## src/rtl/adc_ctl_pkg.sv

```systemverilog
package adc_ctl_pkg;

  typedef enum logic [1:0] {
    ST_IDLE  = 2'd0,
    ST_FRAME = 2'd1,
    ST_QUIET = 2'd2
  } ctl_state_t;

endpackage

```

## src/rtl/adc_sclk_div.sv

```systemverilog
module adc_sclk_div #(
  parameter int DIV = 4
) (
  input  logic clk,
  input  logic rst_n,
  input  logic run,
  output logic tick
);

  localparam int CW = (DIV > 1) ? $clog2(DIV) : 1;
  localparam logic [CW-1:0] CNT_LAST = CW'(DIV - 1);

  logic [CW-1:0] cnt_q, cnt_d;
  logic          cnt_en;

  always_comb begin
    tick   = run && (cnt_q == CNT_LAST);
    cnt_en = 1'b1;
    if (!run || tick) cnt_d = '0;
    else              cnt_d = cnt_q + 1'b1;
  end

  always_ff @(posedge clk or negedge rst_n) begin
    if (!rst_n)      cnt_q <= '0;
    else if (cnt_en) cnt_q <= cnt_d;
  end

  generate
    if (DIV > 1) begin : g_spacing
      a_r2_tick_spacing: assert property (@(posedge clk) disable iff (!rst_n)
        tick |=> !tick);
    end
  endgenerate

endmodule

```

## src/rtl/adc_rx_shift.sv

```systemverilog
module adc_rx_shift #(
  parameter int RES_W = 14,
  parameter int EW    = 5
) (
  input  logic             clk,
  input  logic             rst_n,
  input  logic             clr,
  input  logic             sample,
  input  logic [EW-1:0]    edge_idx,
  input  logic             sdata,
  output logic [RES_W-1:0] data
);

  localparam logic [EW-1:0] LAST_BIT = EW'(RES_W);

  logic [RES_W-1:0] data_q, data_d;
  logic             in_window;
  logic             data_en;

  always_comb begin
    in_window = (edge_idx != '0) && (edge_idx <= LAST_BIT);
    data_en   = clr || (sample && in_window);
    if (clr) data_d = '0;
    else     data_d = {data_q[RES_W-2:0], sdata};
  end

  always_ff @(posedge clk or negedge rst_n) begin
    if (!rst_n)       data_q <= '0;
    else if (data_en) data_q <= data_d;
  end

  assign data = data_q;

  a_r3_hold_outside_window: assert property (@(posedge clk) disable iff (!rst_n)
    (!clr && !(sample && in_window)) |=> $stable(data_q));

endmodule

```

## src/rtl/adc_frame_fsm.sv

```systemverilog
module adc_frame_fsm
  import adc_ctl_pkg::*;
#(
  parameter int FRAME_EDGES   = 16,
  parameter int MIN_PWR_EDGES = 10,
  parameter int PD_EDGES      = 4,
  parameter int QUIET_CYC     = 20,
  parameter int EW            = 5
) (
  input  logic          clk,
  input  logic          rst_n,
  input  logic          req_valid,
  input  logic          req_pwrdn,
  input  logic          abort,
  input  logic          tick,
  output logic          run,
  output logic          sample,
  output logic          frame_start,
  output logic [EW-1:0] edge_cnt,
  output logic          cs_n,
  output logic          sclk,
  output logic          busy,
  output logic          res_valid,
  output logic          res_abort,
  output logic          pd_state
);

  localparam int QW = (QUIET_CYC > 1) ? $clog2(QUIET_CYC) : 1;
  localparam logic [EW-1:0] FULL_E = EW'(FRAME_EDGES);
  localparam logic [EW-1:0] PD_E   = EW'(PD_EDGES);
  localparam logic [EW-1:0] MIN_E  = EW'(MIN_PWR_EDGES);
  localparam logic [QW-1:0] Q_LAST = QW'(QUIET_CYC - 1);

  ctl_state_t    state_q, state_d;
  logic          cs_n_q, cs_n_d;
  logic          sclk_q, sclk_d;
  logic [EW-1:0] edge_q, edge_d;
  logic [EW-1:0] tgt_q, tgt_d;
  logic          dummy_q, dummy_d;
  logic          pend_q, pend_d;
  logic [QW-1:0] qcnt_q, qcnt_d;
  logic          pd_q, pd_d;
  logic          rv_q, rv_d;
  logic          ra_q, ra_d;
  logic          start;

  always_comb begin
    state_d = state_q;
    cs_n_d  = cs_n_q;
    sclk_d  = sclk_q;
    edge_d  = edge_q;
    tgt_d   = tgt_q;
    dummy_d = dummy_q;
    pend_d  = pend_q;
    qcnt_d  = qcnt_q;
    pd_d    = pd_q;
    rv_d    = 1'b0;
    ra_d    = 1'b0;
    start   = 1'b0;

    unique case (state_q)
      ST_IDLE: begin
        if (req_valid) begin
          start = 1'b1;
          if (req_pwrdn) begin
            tgt_d   = PD_E;
            dummy_d = 1'b0;
            pend_d  = 1'b0;
          end else begin
            tgt_d   = FULL_E;
            dummy_d = pd_q;
            pend_d  = pd_q;
          end
        end
      end

      ST_FRAME: begin
        if (abort) begin
          cs_n_d  = 1'b1;
          sclk_d  = 1'b1;
          state_d = ST_QUIET;
          qcnt_d  = '0;
          pend_d  = 1'b0;
          if (edge_q < MIN_E) begin
            pd_d = 1'b1;
          end else begin
            pd_d = 1'b0;
            ra_d = 1'b1;
          end
        end else if (tick) begin
          sclk_d = ~sclk_q;
          if (sclk_q) begin
            edge_d = edge_q + 1'b1;
          end else if (edge_q == tgt_q) begin
            cs_n_d  = 1'b1;
            state_d = ST_QUIET;
            qcnt_d  = '0;
            if (tgt_q == FULL_E) begin
              pd_d = 1'b0;
              rv_d = ~dummy_q;
            end else begin
              pd_d = 1'b1;
            end
          end
        end
      end

      ST_QUIET: begin
        if (qcnt_q == Q_LAST) begin
          if (pend_q) begin
            start   = 1'b1;
            tgt_d   = FULL_E;
            dummy_d = 1'b0;
            pend_d  = 1'b0;
          end else begin
            state_d = ST_IDLE;
          end
        end else begin
          qcnt_d = qcnt_q + 1'b1;
        end
      end

      default: state_d = ST_IDLE;
    endcase

    if (start) begin
      state_d = ST_FRAME;
      cs_n_d  = 1'b0;
      sclk_d  = 1'b1;
      edge_d  = '0;
    end
  end

  always_ff @(posedge clk or negedge rst_n) begin
    if (!rst_n) begin
      state_q <= ST_IDLE;
      cs_n_q  <= 1'b1;
      sclk_q  <= 1'b1;
      edge_q  <= '0;
      tgt_q   <= '0;
      dummy_q <= 1'b0;
      pend_q  <= 1'b0;
      qcnt_q  <= '0;
      pd_q    <= 1'b0;
      rv_q    <= 1'b0;
      ra_q    <= 1'b0;
    end else begin
      state_q <= state_d;
      cs_n_q  <= cs_n_d;
      sclk_q  <= sclk_d;
      edge_q  <= edge_d;
      tgt_q   <= tgt_d;
      dummy_q <= dummy_d;
      pend_q  <= pend_d;
      qcnt_q  <= qcnt_d;
      pd_q    <= pd_d;
      rv_q    <= rv_d;
      ra_q    <= ra_d;
    end
  end

  assign run         = (state_q == ST_FRAME);
  assign sample      = run && tick && !sclk_q && !abort;
  assign frame_start = start;
  assign edge_cnt    = edge_q;
  assign cs_n        = cs_n_q;
  assign sclk        = sclk_q;
  assign busy        = (state_q != ST_IDLE);
  assign res_valid   = rv_q;
  assign res_abort   = ra_q;
  assign pd_state    = pd_q;

  a_r2_sclk_low_only_selected: assert property (@(posedge clk) disable iff (!rst_n)
    !sclk_q |-> !cs_n_q);
  a_r2_edge_bound: assert property (@(posedge clk) disable iff (!rst_n)
    edge_q <= FULL_E);
  a_r4_busy_while_selected: assert property (@(posedge clk) disable iff (!rst_n)
    !cs_n_q |-> busy);
  a_r5_released_in_quiet: assert property (@(posedge clk) disable iff (!rst_n)
    (state_q == ST_QUIET) |-> cs_n_q);
  a_r6_pd_moves_on_release: assert property (@(posedge clk) disable iff (!rst_n)
    !$stable(pd_q) |-> $rose(cs_n_q));
  a_r3_valid_on_release: assert property (@(posedge clk) disable iff (!rst_n)
    rv_q |-> $rose(cs_n_q));
  a_r3_valid_single: assert property (@(posedge clk) disable iff (!rst_n)
    rv_q |=> !rv_q);
  a_r8_strobes_exclusive: assert property (@(posedge clk) disable iff (!rst_n)
    !(rv_q && ra_q));

endmodule

```

## src/rtl/adc_serial_ctl.sv

```systemverilog
module adc_serial_ctl #(
  parameter int CLK_DIV       = 4,
  parameter int QUIET_CYC     = 20,
  parameter int PD_EDGES      = 4,
  parameter int MIN_PWR_EDGES = 10,
  parameter int RES_W         = 14
) (
  input  logic             clk,
  input  logic             rst_n,
  input  logic             req_valid,
  input  logic             req_pwrdn,
  input  logic             abort,
  output logic             busy,
  output logic [RES_W-1:0] res_data,
  output logic             res_valid,
  output logic             res_abort,
  output logic             pd_state,
  output logic             adc_cs_n,
  output logic             adc_sclk,
  input  logic             adc_sdata
);

  localparam int FRAME_EDGES = RES_W + 2;
  localparam int EW          = $clog2(FRAME_EDGES + 1);

  logic [1:0]    rst_pipe_q;
  logic          rst_int_n;
  logic          run, tick, sample, frame_start;
  logic [EW-1:0] edge_cnt;

  always_ff @(posedge clk or negedge rst_n) begin
    if (!rst_n) rst_pipe_q <= 2'b00;
    else        rst_pipe_q <= {rst_pipe_q[0], 1'b1};
  end
  assign rst_int_n = rst_pipe_q[1];

  adc_sclk_div #(
    .DIV (CLK_DIV)
  ) u_div (
    .clk   (clk),
    .rst_n (rst_int_n),
    .run   (run),
    .tick  (tick)
  );

  adc_frame_fsm #(
    .FRAME_EDGES   (FRAME_EDGES),
    .MIN_PWR_EDGES (MIN_PWR_EDGES),
    .PD_EDGES      (PD_EDGES),
    .QUIET_CYC     (QUIET_CYC),
    .EW            (EW)
  ) u_fsm (
    .clk         (clk),
    .rst_n       (rst_int_n),
    .req_valid   (req_valid),
    .req_pwrdn   (req_pwrdn),
    .abort       (abort),
    .tick        (tick),
    .run         (run),
    .sample      (sample),
    .frame_start (frame_start),
    .edge_cnt    (edge_cnt),
    .cs_n        (adc_cs_n),
    .sclk        (adc_sclk),
    .busy        (busy),
    .res_valid   (res_valid),
    .res_abort   (res_abort),
    .pd_state    (pd_state)
  );

  adc_rx_shift #(
    .RES_W (RES_W),
    .EW    (EW)
  ) u_rx (
    .clk      (clk),
    .rst_n    (rst_int_n),
    .clr      (frame_start),
    .sample   (sample),
    .edge_idx (edge_cnt),
    .sdata    (adc_sdata),
    .data     (res_data)
  );

  a_r9_no_strobe_when_asleep: assert property (@(posedge clk) disable iff (!rst_int_n)
    pd_state |-> (!res_valid && !res_abort));

endmodule

```

## config.mk

```make
export PLATFORM = sky130hd
export DESIGN_NAME = adc_serial_ctl
export DESIGN_NICKNAME = d
export VERILOG_FILES = /design/src/rtl/adc_ctl_pkg.sv /design/src/rtl/adc_sclk_div.sv /design/src/rtl/adc_rx_shift.sv /design/src/rtl/adc_frame_fsm.sv /design/src/rtl/adc_serial_ctl.sv
export SDC_FILE = /design/constraint.sdc
export NUM_CORES = 1
export LEC_CHECK = 0
export BUFFER_PORTS_ARGS = -buffer_cell sky130_fd_sc_hd__buf_2
export CAP_MARGIN = 20
export CORE_MARGIN = 2
export CORE_UTILIZATION = 53
export DETAILED_ROUTE_END_ITERATION = 6
export GPL_TIMING_DRIVEN = 0
export PLACE_DENSITY = 0.74
export SLEW_MARGIN = 5
export SYNTH_ARGS = -nofsm -noshare
export SYNTH_HDL_FRONTEND = slang
export SYNTH_SLANG_ARGS = --single-unit
```

## constraint.sdc

```tcl
create_clock -name clk -period 2.9 [get_ports clk]
set_clock_uncertainty 0.2 [all_clocks]
set_input_delay 0.29 -clock clk [delete_from_list [all_inputs] [get_ports clk]]
set_output_delay 0.29 -clock clk [all_outputs]
set_load 0.005 [all_outputs]
```

Word-level counts from Yosys, hierarchy flattened:

Index checks and enable logic that the tools add are counted.

* bits in registers: 42
* input bits: 6
* output and inout port bits: 20
* logic and storage cells: 139

* $add $sub $neg: 3
* $lt $le $gt $ge: 2
* eq/ne operators: 23
* mux-type cells: 63
* bitwise gates (word level): 2
* reduce and logical (&&, ||, !) cells: 32

Operators with widths (count)
* 2-to-1 mux 5 bit: 14
* 2-to-1 mux 1 bit: 34
* case mux 5 bit (2 select lines): 2
* AND reduction 4 bit: 5
* 2-to-1 mux 2 bit: 8
* nonzero test 2 bit: 8
* 2-to-1 mux 14 bit: 1
* adder 5 x 1 -> 5 bit, second input constant: 2
* == test 5 bit, second input constant: 2
* != test 2 bit, second input constant: 5
* != test 3 x 2 -> 1 bit, second input constant: 3
* != test 3 bit, second input constant: 3
* nonzero test 3 bit: 3
* != test 4 x 3 -> 1 bit, second input constant: 2
* logical AND 1 bit: 6
* != test 2 x 1 -> 1 bit, second input constant: 3
* case mux 2 bit (3 select lines): 1
* AND reduction 6 bit: 1
* == test 5 bit: 1
* <= comparator 5 x 4 -> 1 bit, second input constant: 1
* less-than comparator 5 x 4 -> 1 bit, second input constant: 1
* AND reduction 5 bit: 1
* nonzero test 5 bit: 1
* == test 2 bit, second input constant: 2
* 10 further kinds: 15

Logic depth before layout (Yosys ltp):

Gate-level depths: netlist (run 1).

* word-level depth: 7
* depth in mapped cells: 8
* mapped depth without buffers: 6

By module:

A second synthesis (run 1) with hierarchy kept.

* cell total of the unflattened synthesis: 183
* area, all modules: 2031.9 µm²

By module, submodules not included
* adc_frame_fsm: instances 1, cells each 125, area each 1242.4 µm², seq. area each 528.0 µm²
* adc_rx_shift: instances 1, cells each 49, area each 644.4 µm², seq. area each 350.3 µm²
* adc_sclk_div: instances 1, cells each 6, area each 91.3 µm², seq. area each 50.0 µm²
* adc_serial_ctl: instances 1, cells each 3, area each 53.8 µm², seq. area each 50.0 µm²

Least setup slack after synthesis (run 1):

OpenSTA, ideal clock, no wires.

* path kind: reg-to-reg
* from: reg u_fsm.state_q[1]
* to: reg u_rx.data_q[0], in the netlist u_rx.data[0]
* library setup time: 0.121 ns
* arrival time: 1.664 ns
* data required time: 2.579 ns
* path slack: 0.915 ns
* stages on the path, launching flop included: 9
* buffers on the path: 2
* clock period less this slack: 1.985 ns
* cell sequence: dfrtp_1 -> inv_1 -> ha_1 -> nor2b_1 -> buf_4 -> nand3_1 -> o21ba_2 -> buf_6 -> a22o_1

* cells in the longest elaborated chain, start to end: 7
* elaborated cells on any way between the ends: 11
* classes of those cells: eq/ne (2); mux (2); reduce/logical (7)

RTL lines
* start: declaration: line adc_frame_fsm.sv:34 `ctl_state_t state_q, state_d;`
* start signal: assignment: line adc_frame_fsm.sv:148 `state_q <= state_d;`
* == test 2 x 1 -> 1 bit: line adc_frame_fsm.sv:162 `assign run = (state_q == ST_FRAME);`
* logical AND 1 bit: line adc_sclk_div.sv:17 `tick = run && (cnt_q == CNT_LAST);`
* logical AND 1 bit (3 in a row): line adc_frame_fsm.sv:163 `assign sample = run && tick && !sclk_q && !abort;`
* logical AND 1 bit: line adc_rx_shift.sv:22 `data_en = clr || (sample && in_window);`
* logical OR 1 bit: line adc_rx_shift.sv:22
* end signal: assignment: line adc_rx_shift.sv:29 `else if (data_en) data_q <= data_d;`
* end: declaration: line adc_rx_shift.sv:16 `logic [RES_W-1:0] data_q, data_d;`

Several ways; a longest one is shown, not always the timed one.
A chain may end at the register's enable or synchronous reset.

Final worst setup path (run 1):

* from: reg u_fsm.state_q[1]
* to: reg u_rx.data_q[13], in the netlist u_rx.data[13]

Same word-level chain as after synthesis.

==> impl_metrics.ini, run 1 <==
[outcome]
status = finished, final reports clean

[yosys]
ys_seq_elements = 39
synthMuxAreaShare = 0.0153
synth_fa_ha_area_frac = 0.0490
avgSynthCellArea_um2 = 10.5
synth_cells = 194
synth_top_family_by_area = compound AO/OA/AOI/OAI gates
syn-num-nets = 208
synth_cell_types = 50
ys.flop_type = dfrtp_1
synth-edff-count = 0
synth_compound_area_frac = 0.199
synth_xor_area_frac = 0.0257
synthSimpleGateAreaFrac = 0.175
yosysWarnings = 0
synthArstFlopShare = 1.00
yosysSeqAreaShare = 0.479
synth_area_um2 = 2040

[sta]
finalSetupViolCount = 0
hold_viol = 0
worst_pin_slew_ns = 0.789
maxSlewViolCount = 0
fin_hold_ws_ns = 0.0178
clock.fmax_ghz = 0.447
slew_headroom = 0.474
finalCritPeriodShare = 0.771
tns_ns = 0
rsz0062_at_grt = no
min_period_ns = 2.24
fin_ws_ns = 0.663

[cts]
postCtsSetupBuffers = 0
clockBufferDepth = 2
cts_tree = done
numCtsBuffers = 5
cts_root_buffer = clkbuf_8
clk_pin_slew_ns = 0.08
cts_max_level = 2
clock_latency_ns = 0.29
cts_sinks = 39
postCtsResizedCells = 0

[finish]
fillers = 298
design_area_um2 = 2370
diodes = 0
multi_input_area_um2 = 951
nNetsFinal = 240
seq_area_um2 = 980
syn2layout_area_growth_pct = 15.9
drive_gt1_frac = 0.220

[setup_path]
cp-end-kind = flip-flop
cp_max_fo = 10
cp-start-kind = flip-flop
slowest_stage = dfrtp_1
crit_type = reg2reg
cp.depth = 8
r2r_slack_ns = 0.66
critPathArrivalTime_ns = 2.22
cp_num_buf_inv = 3
r2r_cells = 8
crit_family = compound AO/OA/AOI/OAI gates
crit_required_ns = 2.88
cpPeakStageDelay_ns = 0.41
crit_chain = inv_1 -> ha_1 -> nor2b_1 -> buf_4 -> nand3_1 -> o21ba_2 -> buf_6 -> a22o_1

[grt]
grt_pass1_wl_mm = 7.01
track_usage = 0.215
grt_max_degree = 38
grt_pass1_vias = 1523
antenna_found_initial = 0
grt-ovfl-total = 0

[detailed_routing]
via_per_inst = 5.79
routed_wl_mm = 4.11
firstDrtPassIters = 4
drc_errors = 0
vias = 1592
first_iter_violations = 113
wl_per_cell_um = 14.9
ant_nets = 0

[flow_run]
maxCapViolCount = 0

[place]
dp_slack_ns = 0.698
hpwlAfterDp_mm = 2.85
placed_area_um2 = 2220
gp_congestion = 0.814
port_buffers = 24

[floorplanning]
num_rows = 22
initial_core_util = 0.554
die_x_um = 66.1
pin_count = 26
die_area_um2 = 4370
dieHeight_um = 66.1
coreArea_um2 = 3690

[pwr]
peakVddDrop_mv = 0.312
power_per_cell_area_nw_per_um2 = 795
p_leak_uw = 0.00113

[worst_hold_path]
hp-class = in2reg
holdPathStages = 2
-- Yosys cell counts, types with 4 or more instances --
master   count  area, um^2
nand3_1     12        60.1
dfrtp_1     37         926
a22o_1      15         131
a21oi_1      8        40.0
nand2_1     12        45.0
ha_1         8         100
inv_1       13        48.8
nor2_1      13        48.8
nand4_1      5        31.3
xnor2_1      4        35.0
o21ai_0      8        40.0
buf_2        7        35.0
-- cells in the final DEF, fill, tap and decap left out, drive strengths merged, types with 3 or more instances in the layout --
cell	instances
a21o	3
a21oi	8
a22o	15
buf	34
clkbuf	7
dfrtp	37
ha	8
inv	13
nand2	12
nand2b	3
nand3	12
nand4	5
nor2	13
o21ai	10
xnor2	4
-- layer usage --
layer	vias to the layer above	routed length (um)	GRT usage	share of wire
li1	761	-	-	-
met1	781	1840	0.285	0.45
met2	45	1990	0.338	0.48
met3	5	230	0.0579	0.056
met4	0	48	0.0816	0.012
met5	-	0	0	0
-- worst reg2reg max path, cell delays in order, from the launching register on --
cell and delay (ns):
dfrtp_1 0.41, inv_1 0.11, ha_1 0.30, nor2b_1 0.16, buf_4 0.18, nand3_1 0.12, o21ba_2 0.26, buf_6 0.15
a22o_1 0.22
-- registers in the layout, indices dropped and copies added (netlist names) --
signal and cells:
u_fsm.pend_q 1, u_fsm.cs_n 1, u_fsm.sclk 1, rst_pipe_q 2
u_fsm.dummy_q 1, u_fsm.state_q 2, u_fsm.res_valid 1, u_fsm.edge_cnt 5
u_rx.data 14, u_fsm.res_abort 1, u_div.cnt_q 2, u_fsm.tgt_q 2
u_fsm.qcnt_q 5, u_fsm.pd_state 1
-- metrics by stage --
step           power (uW)   util  cells
2_1_floorplan        1190      -    194
3_3_place_gp         1310  0.603    266
3_5_place_dp         1340  0.603    266
4_1_cts              1890  0.642    275
5_1_grt              2010  0.642    275
6_report             1880  0.642    275
-- area by class of cell --
| type | instances | share of cell area |
|---|---|---|
| multi-input combinational | 131 | 0.402 |
| tap | 48 | 0.0254 |
| clock buffer | 6 | 0.0307 |
| sequential | 39 | 0.414 |
| timing repair buffer | 25 | 0.0550 |
| buffer | 11 | 0.0275 |
| inverter | 13 | 0.0206 |
| clock inverter | 2 | 0.0254 |
-- logic make-up (layout without fill, tap and decap cells) --
family	after synthesis	count (layout)
and+or+nand+nor	61	61
AOI/OAI and AO/OA	52	52
DFF	39	39
buffers and inverters	24	57
adders and majority gates	8	8
xor gates and xnor gates	6	6
muxes	3	3
other	1	1
-- power by group --
| part | leakage [uW] | switching (uW) | total, uW | internal (uW) |
|---|---|---|---|---|
| registers | 0.000513 | 82.1 | 716 | 634 |
| logic | 0.000556 | 361 | 635 | 274 |
| clock network | 0.0000654 | 187 | 531 | 344 |
| total | 0.00113 | 630 | 1880 | 1250 |
-- worst paths after layout --
check | start | end
worst max-delay path | u_fsm.state_q[1] | u_rx.data[13]
worst min-delay path | adc_sdata | u_rx.data[0]
worst max register to register | u_fsm.state_q[1] | u_rx.data[13]
worst min register to register | rst_pipe_q[1] | u_fsm.state_q[1]
max in group asynchronous | rst_pipe_q[1] | u_fsm.qcnt_q[2]
min in group asynchronous | rst_n | rst_pipe_q[1]
-- what timing repair did --
item	CTS	global route
setup endpoints to repair	0	0
hold buffers	1	0
endpoints found under the hold margin	2	0
Power figures use the tool's default switching activity.
==> run 2: changes to the inputs <==
--- a/config.mk
+++ b/config.mk
@@ -5,6 +5,7 @@
 export SDC_FILE = /design/constraint.sdc
 export NUM_CORES = 1
 export LEC_CHECK = 0
+export ABC_AREA = 1
 export BUFFER_PORTS_ARGS = -buffer_cell sky130_fd_sc_hd__buf_2
 export CAP_MARGIN = 20
 export CORE_MARGIN = 2
==> constraint.sdc (replaced) <==
create_clock -name clk -period 2.3 [get_ports clk]
set_clock_uncertainty 0.2 [all_clocks]
set_input_delay 0.23 -clock clk [delete_from_list [all_inputs] [get_ports clk]]
set_output_delay 0.23 -clock clk [all_outputs]
set_load 0.005 [all_outputs]
==> impl_metrics.ini, run 2 <==
[cts]
clockBufferDepth = 2
cts_max_level = 2
cts_sinks = 39
numCtsBuffers = 5
clk_pin_slew_ns = 0.12
clock_latency_ns = 0.35
cts_root_buffer = clkbuf_4
cts_tree = done

[setup_path]
cp-start-kind = flip-flop
slowest_stage = dfrtp_1
crit_chain = inv_1 -> ha_1 -> nand2_2 -> nor2_4 -> nand2_2 -> nor3_4 -> nor2_2 -> buf_6 -> nand2_1 -> nand2_1
cp-end-kind = flip-flop
cpPeakStageDelay_ns = 0.44
crit_type = reg2reg
cp_max_fo = 10
critPathArrivalTime_ns = 2.20
crit_required_ns = 2.35

[pwr]
p_clk_frac = 0.248
peakVddDrop_mv = 0.563
p_leak_uw = 0.00122
power_uw = 1850
power_per_cell_area_nw_per_um2 = 821
swShare = 0.354
intPower_uw = 1190
combPwrFrac = 0.289
power.net_switching_uw = 653
power_frac_seq = 0.463

[place]
port_buffers = 25
placed_area_um2 = 2120
hpwlAfterDp_mm = 2.61
gp_congestion = 0.820

[grt]
track_usage = 0.207
grt_pass1_wl_mm = 6.61
grt_pass1_vias = 1520
grt-ovfl-total = 0
antenna_found_initial = 0
grt_max_degree = 38

[detailed_routing]
routed_wl_mm = 3.65
drc_errors = 0
ant_nets = 0
first_iter_violations = 90
via_per_inst = 4.97
firstDrtPassIters = 4
wl_per_cell_um = 11.5
vias = 1577

[yosys]
synth_top_cell_area_share = 0.479
ys_seq_elements = 39
yosysSeqAreaShare = 0.506
synthTopCellsByArea = dfrtp_1, nand2_1, nand3_1
synthMuxAreaShare = 0
avgSynthCellArea_um2 = 8.29
yosysTopAreaCell = dfrtp_1
synthSimpleGateAreaFrac = 0.306
synth_compound_area_frac = 0.0570
synthArstFlopShare = 1.00
synth_fa_ha_area_frac = 0.0518
yosysMostFrequentCell = nand2_1
synth-edff-count = 0
synth_top_family_by_area = simple AND/OR/NAND/NOR gates
synth_cell_types = 26
syn-num-nets = 247
ys.flop_type = dfrtp_1
synth_area_um2 = 1930
synth_common_cells = nand2_1, dfrtp_1, nand3_1
yosysWarnings = 0
synth_cells = 233
synth_xor_area_frac = 0.0136

[sta]
finalCritPeriodShare = 0.932
slew_headroom = 0.489
tns_ns = 0
clock.fmax_ghz = 0.467
worst_pin_slew_ns = 0.766
min_period_ns = 2.14
hold_viol = 0
maxSlewViolCount = 0
rsz0062_at_grt = no
finalSetupViolCount = 0
fin_hold_ws_ns = 0.0659

[finish]
layout_common_cells = nand2_1, dfrtp_1, buf_2
drive_gt1_frac = 0.192
design_area_um2 = 2250
final_util = 0.659
syn2layout_area_growth_pct = 16.5
largest_reg_flops = 14
final_common_cell = nand2_1
nNetsFinal = 284
diodes = 0

[floorplanning]
pin_count = 26
coreArea_um2 = 3420
dieHeight_um = 64.4
initial_core_util = 0.566
num_rows = 21
die_area_um2 = 4140
die_x_um = 64.4

[worst_hold_path]
hp-class = in2reg

[flow_run]
maxCapViolCount = 0

[outcome]
status = finished, final reports clean
==> run 2: cell count changes after synthesis, moves of 4 or more <==
cell     change
a22o_1      -15
buf_2        -5
inv_1       +10
nand2_1     +62
nand3_1     +12
nor2_1       +4
o21ai_0      +6
or2_2        +5
xnor2_1      -4
==> run 2: metrics by stage <==
step | std cells | setup slack, ns
final | 317 | 0.156
after global placement | 304 | 0.208
after CTS | 317 | 0.153
after global routing | 317 | 0.00942
after floorplan | 233 | 0.438
after detailed placement | 304 | 0.193
==> run 2: worst paths after layout <==
path	startpoint	endpoint	slack (ns)	cells after the start
worst max-delay path	u_fsm.state_q[1]	u_rx.data[1]	0.16	10
worst min-delay path	req_valid	u_fsm.cs_n	0.07	4
worst max register to register	u_fsm.state_q[1]	u_rx.data[1]	0.16	10
worst min register to register	rst_pipe_q[1]	u_fsm.qcnt_q[1]	0.15	0
max in group asynchronous	rst_pipe_q[1]	u_fsm.res_valid	1.26	0
min in group asynchronous	rst_pipe_q[1]	u_fsm.qcnt_q[1]	0.15	0
==> run 2: cell families after synthesis <==
logic type | count (synthesis)
compound gates | 21
xor+xnor | 3
fa+ha+maj | 8
buf+inv | 28
flops | 39
other cells | 1
simple gates | 133
==> run 2: power groups by stage <==
stage	Combinational (uW)	Sequential (uW)	Clock (uW)
floorplan	389	849	0
global placement	508	866	0
detailed placement	518	870	0
CTS	532	858	471
global route	614	874	508
finish	533	856	458
==> run 2: routing by layer <==
metal / track usage / wire [um] / vias up
met2: 0.332 / 1690 / 31
met3: 0.0651 / 166 / 5
li1: - / - / 817
met4: 0.0638 / 38 / 0
met1: 0.269 / 1760 / 724
met5: 0 / 0 / -
==> run 2: worst max-delay path, delay by kind of cell (launching register included) <==
kind,cells,cell delay [ns]
buffers and inverters,2,0.25
flip-flops,1,0.44
adder cells (fa/ha/maj),1,0.31
AND/OR/NAND/NOR,7,0.83
==> run 2: layout make-up <==
type | instances | area (um^2)
well taps | 46 | 57.6
fillers | 307 | 1170
repair buffers | 30 | 175
clock inverters | 3 | 43.8
plain buffers | 4 | 35.0
inverters | 24 | 90.1
multi-input cells | 166 | 831
clock buffers | 5 | 37.5
flip-flops and latches | 39 | 980
==> run 2: repair_timing <==
action                                  in CTS  in global routing
hold buffers                                 5                  0
endpoints found under the hold margin        5                  0
gates resized for setup                      0                  1
endpoints found under the setup margin       0                  1
setup buffers                                0                  0
==> run 3: changes to the inputs <==
--- a/config.mk
+++ b/config.mk
@@ -5,7 +5,7 @@
 export SDC_FILE = /design/constraint.sdc
 export NUM_CORES = 1
 export LEC_CHECK = 0
-export ABC_AREA = 1
+export ABC_AREA = 0
 export BUFFER_PORTS_ARGS = -buffer_cell sky130_fd_sc_hd__buf_2
 export CAP_MARGIN = 20
 export CORE_MARGIN = 2
==> constraint.sdc (replaced) <==
create_clock -name clk -period 2.3 [get_ports clk]
set_clock_uncertainty 0.2 [all_clocks]
set_input_delay 0.46 -clock clk [delete_from_list [all_inputs] [get_ports clk]]
set_output_delay 0.46 -clock clk [all_outputs]
set_load 0.005 [all_outputs]
==> impl_metrics.ini, run 3 (synthesis gave the netlist of run 1 again) <==
[sta]
fin_ws_ns = 0.113
finalCritPeriodShare = 0.951
rsz0062_at_grt = yes
worst_pin_slew_ns = 0.777
clock.fmax_ghz = 0.457
maxSlewViolCount = 0
slew_headroom = 0.482
hold_viol = 0
fin_hold_ws_ns = 0.161
min_period_ns = 2.19
finalSetupViolCount = 0

[floorplanning]
pin_count = 26
die_area_um2 = 4370
initial_core_util = 0.554
die_x_um = 66.1
coreArea_um2 = 3690
dieHeight_um = 66.1
num_rows = 22

[place]
dp_slack_ns = 0.0982
hpwlAfterDp_mm = 2.85
gp_congestion = 0.814
port_buffers = 24

[finish]
layout_common_cells = dfrtp_1, buf_2, a22o_1
final_util = 0.643
largest_reg_flops = 14
nNetsFinal = 240
fillers = 296
drive_gt1_frac = 0.225
syn2layout_area_growth_pct = 16.1
multi_input_area_um2 = 953
seq_area_um2 = 980
final_common_cell = dfrtp_1
diodes = 0

[cts]
cts_max_level = 2
clockBufferDepth = 2
cts_tree = done
cts_sinks = 39
postCtsSetupBuffers = 0
clock_latency_ns = 0.29
clk_pin_slew_ns = 0.08
numCtsBuffers = 5
cts_root_buffer = clkbuf_8

[detailed_routing]
wl_per_cell_um = 15.0
drc_errors = 0
firstDrtPassIters = 6
ant_nets = 0
routed_wl_mm = 4.13
first_iter_violations = 101
via_per_inst = 5.82
vias = 1601

[setup_path]
cp_num_buf_inv = 3
cp_max_fo = 10
cp-start-kind = flip-flop
crit_required_ns = 2.28
crit_type = reg2reg
crit_family = compound AO/OA/AOI/OAI gates
slowest_stage = dfrtp_1
critPathArrivalTime_ns = 2.17
cp-end-kind = flip-flop
crit_chain = inv_1 -> ha_2 -> nor2b_1 -> buf_4 -> nand3_1 -> o21ba_2 -> buf_6 -> a22o_1
cpPeakStageDelay_ns = 0.41

[grt]
grt_max_degree = 38
grt_pass1_wl_mm = 7.01
grt-ovfl-total = 0
track_usage = 0.215
antenna_found_initial = 0
grt_pass1_vias = 1523

[flow_run]
maxCapViolCount = 0

[pwr]
p_leak_uw = 0.00113
power_per_cell_area_nw_per_um2 = 1000
peakVddDrop_mv = 0.398

[worst_hold_path]
hp-class = reg2async

[outcome]
status = finished, final reports clean
==> run 3: cell count changes in the layout (fill, tap and decap cells not counted), sizes merged, moves of 4 or more <==
| cell | change |
|---|---|
| a22o | +15 |
| buf | +5 |
| dlygate4sd3 | -4 |
| inv | -11 |
| nand2 | -65 |
| nand3 | -12 |
| nor2 | -6 |
| o21ai | -4 |
| or2 | -5 |
| xnor2 | +4 |
==> run 3: final cells by class <==
cell class / instances / area share
sequential: 39 / 0.413
multi-input combinational: 131 / 0.402
timing repair buffer: 25 / 0.0549
clock buffer: 6 / 0.0306
buffer: 11 / 0.0285
clock inverter: 2 / 0.0253
tap: 48 / 0.0253
inverter: 13 / 0.0206
==> run 3: final timing paths <==
| kind | startpoint | to | slack, ns | cells after the start |
|---|---|---|---|---|
| max in group asynchronous | rst_pipe_q[1] | u_fsm.edge_cnt[2] | 1.25 | 0 |
| worst min-delay path | rst_pipe_q[1] | u_fsm.qcnt_q[1] | 0.16 | 0 |
| worst max-delay path | u_fsm.state_q[1] | u_rx.data[13] | 0.11 | 8 |
| worst max register to register | u_fsm.state_q[1] | u_rx.data[13] | 0.11 | 8 |
| min in group clk | rst_pipe_q[0] | rst_pipe_q[1] | 0.18 | 0 |
| worst min register to register | rst_pipe_q[1] | u_fsm.qcnt_q[1] | 0.16 | 0 |
==> run 3: per-layer routing <==
| metal | track usage | share of wire |
|---|---|---|
| met5 | 0 | 0 |
| met4 | 0.0816 | 0.0082 |
| met3 | 0.0579 | 0.058 |
| met2 | 0.338 | 0.48 |
| met1 | 0.285 | 0.45 |
==> run 3: report_power, final <==
part / switching, uW / total (uW) / internal [uW] / leakage [uW]
combinational: 458 / 809 / 351 / 0.000556
clock: 239 / 672 / 434 / 0.0000654
sequential: 104 / 903 / 799 / 0.000513
total: 800 / 2380 / 1580 / 0.00113
==> run 3: timing repair <==
| item | CTS | global route |
|---|---|---|
| endpoints found under the hold margin | 2 | 0 |
| endpoints found under the setup margin | 0 | 11 |
| hold buffers | 1 | 0 |
| resized for setup | 0 | 2 |
==> run 3: metrics by stage <==
stage | TNS (ns) | total power (uW) | instances | instance area (um^2)
floorplan | 0 | 1500 | 194 | 2040
global placement | 0 | 1650 | 266 | 2220
detailed placement | 0 | 1690 | 266 | 2220
CTS | 0 | 2380 | 275 | 2370
global route | -0.0201 | 2540 | 275 | 2370
finish | 0 | 2380 | 275 | 2370
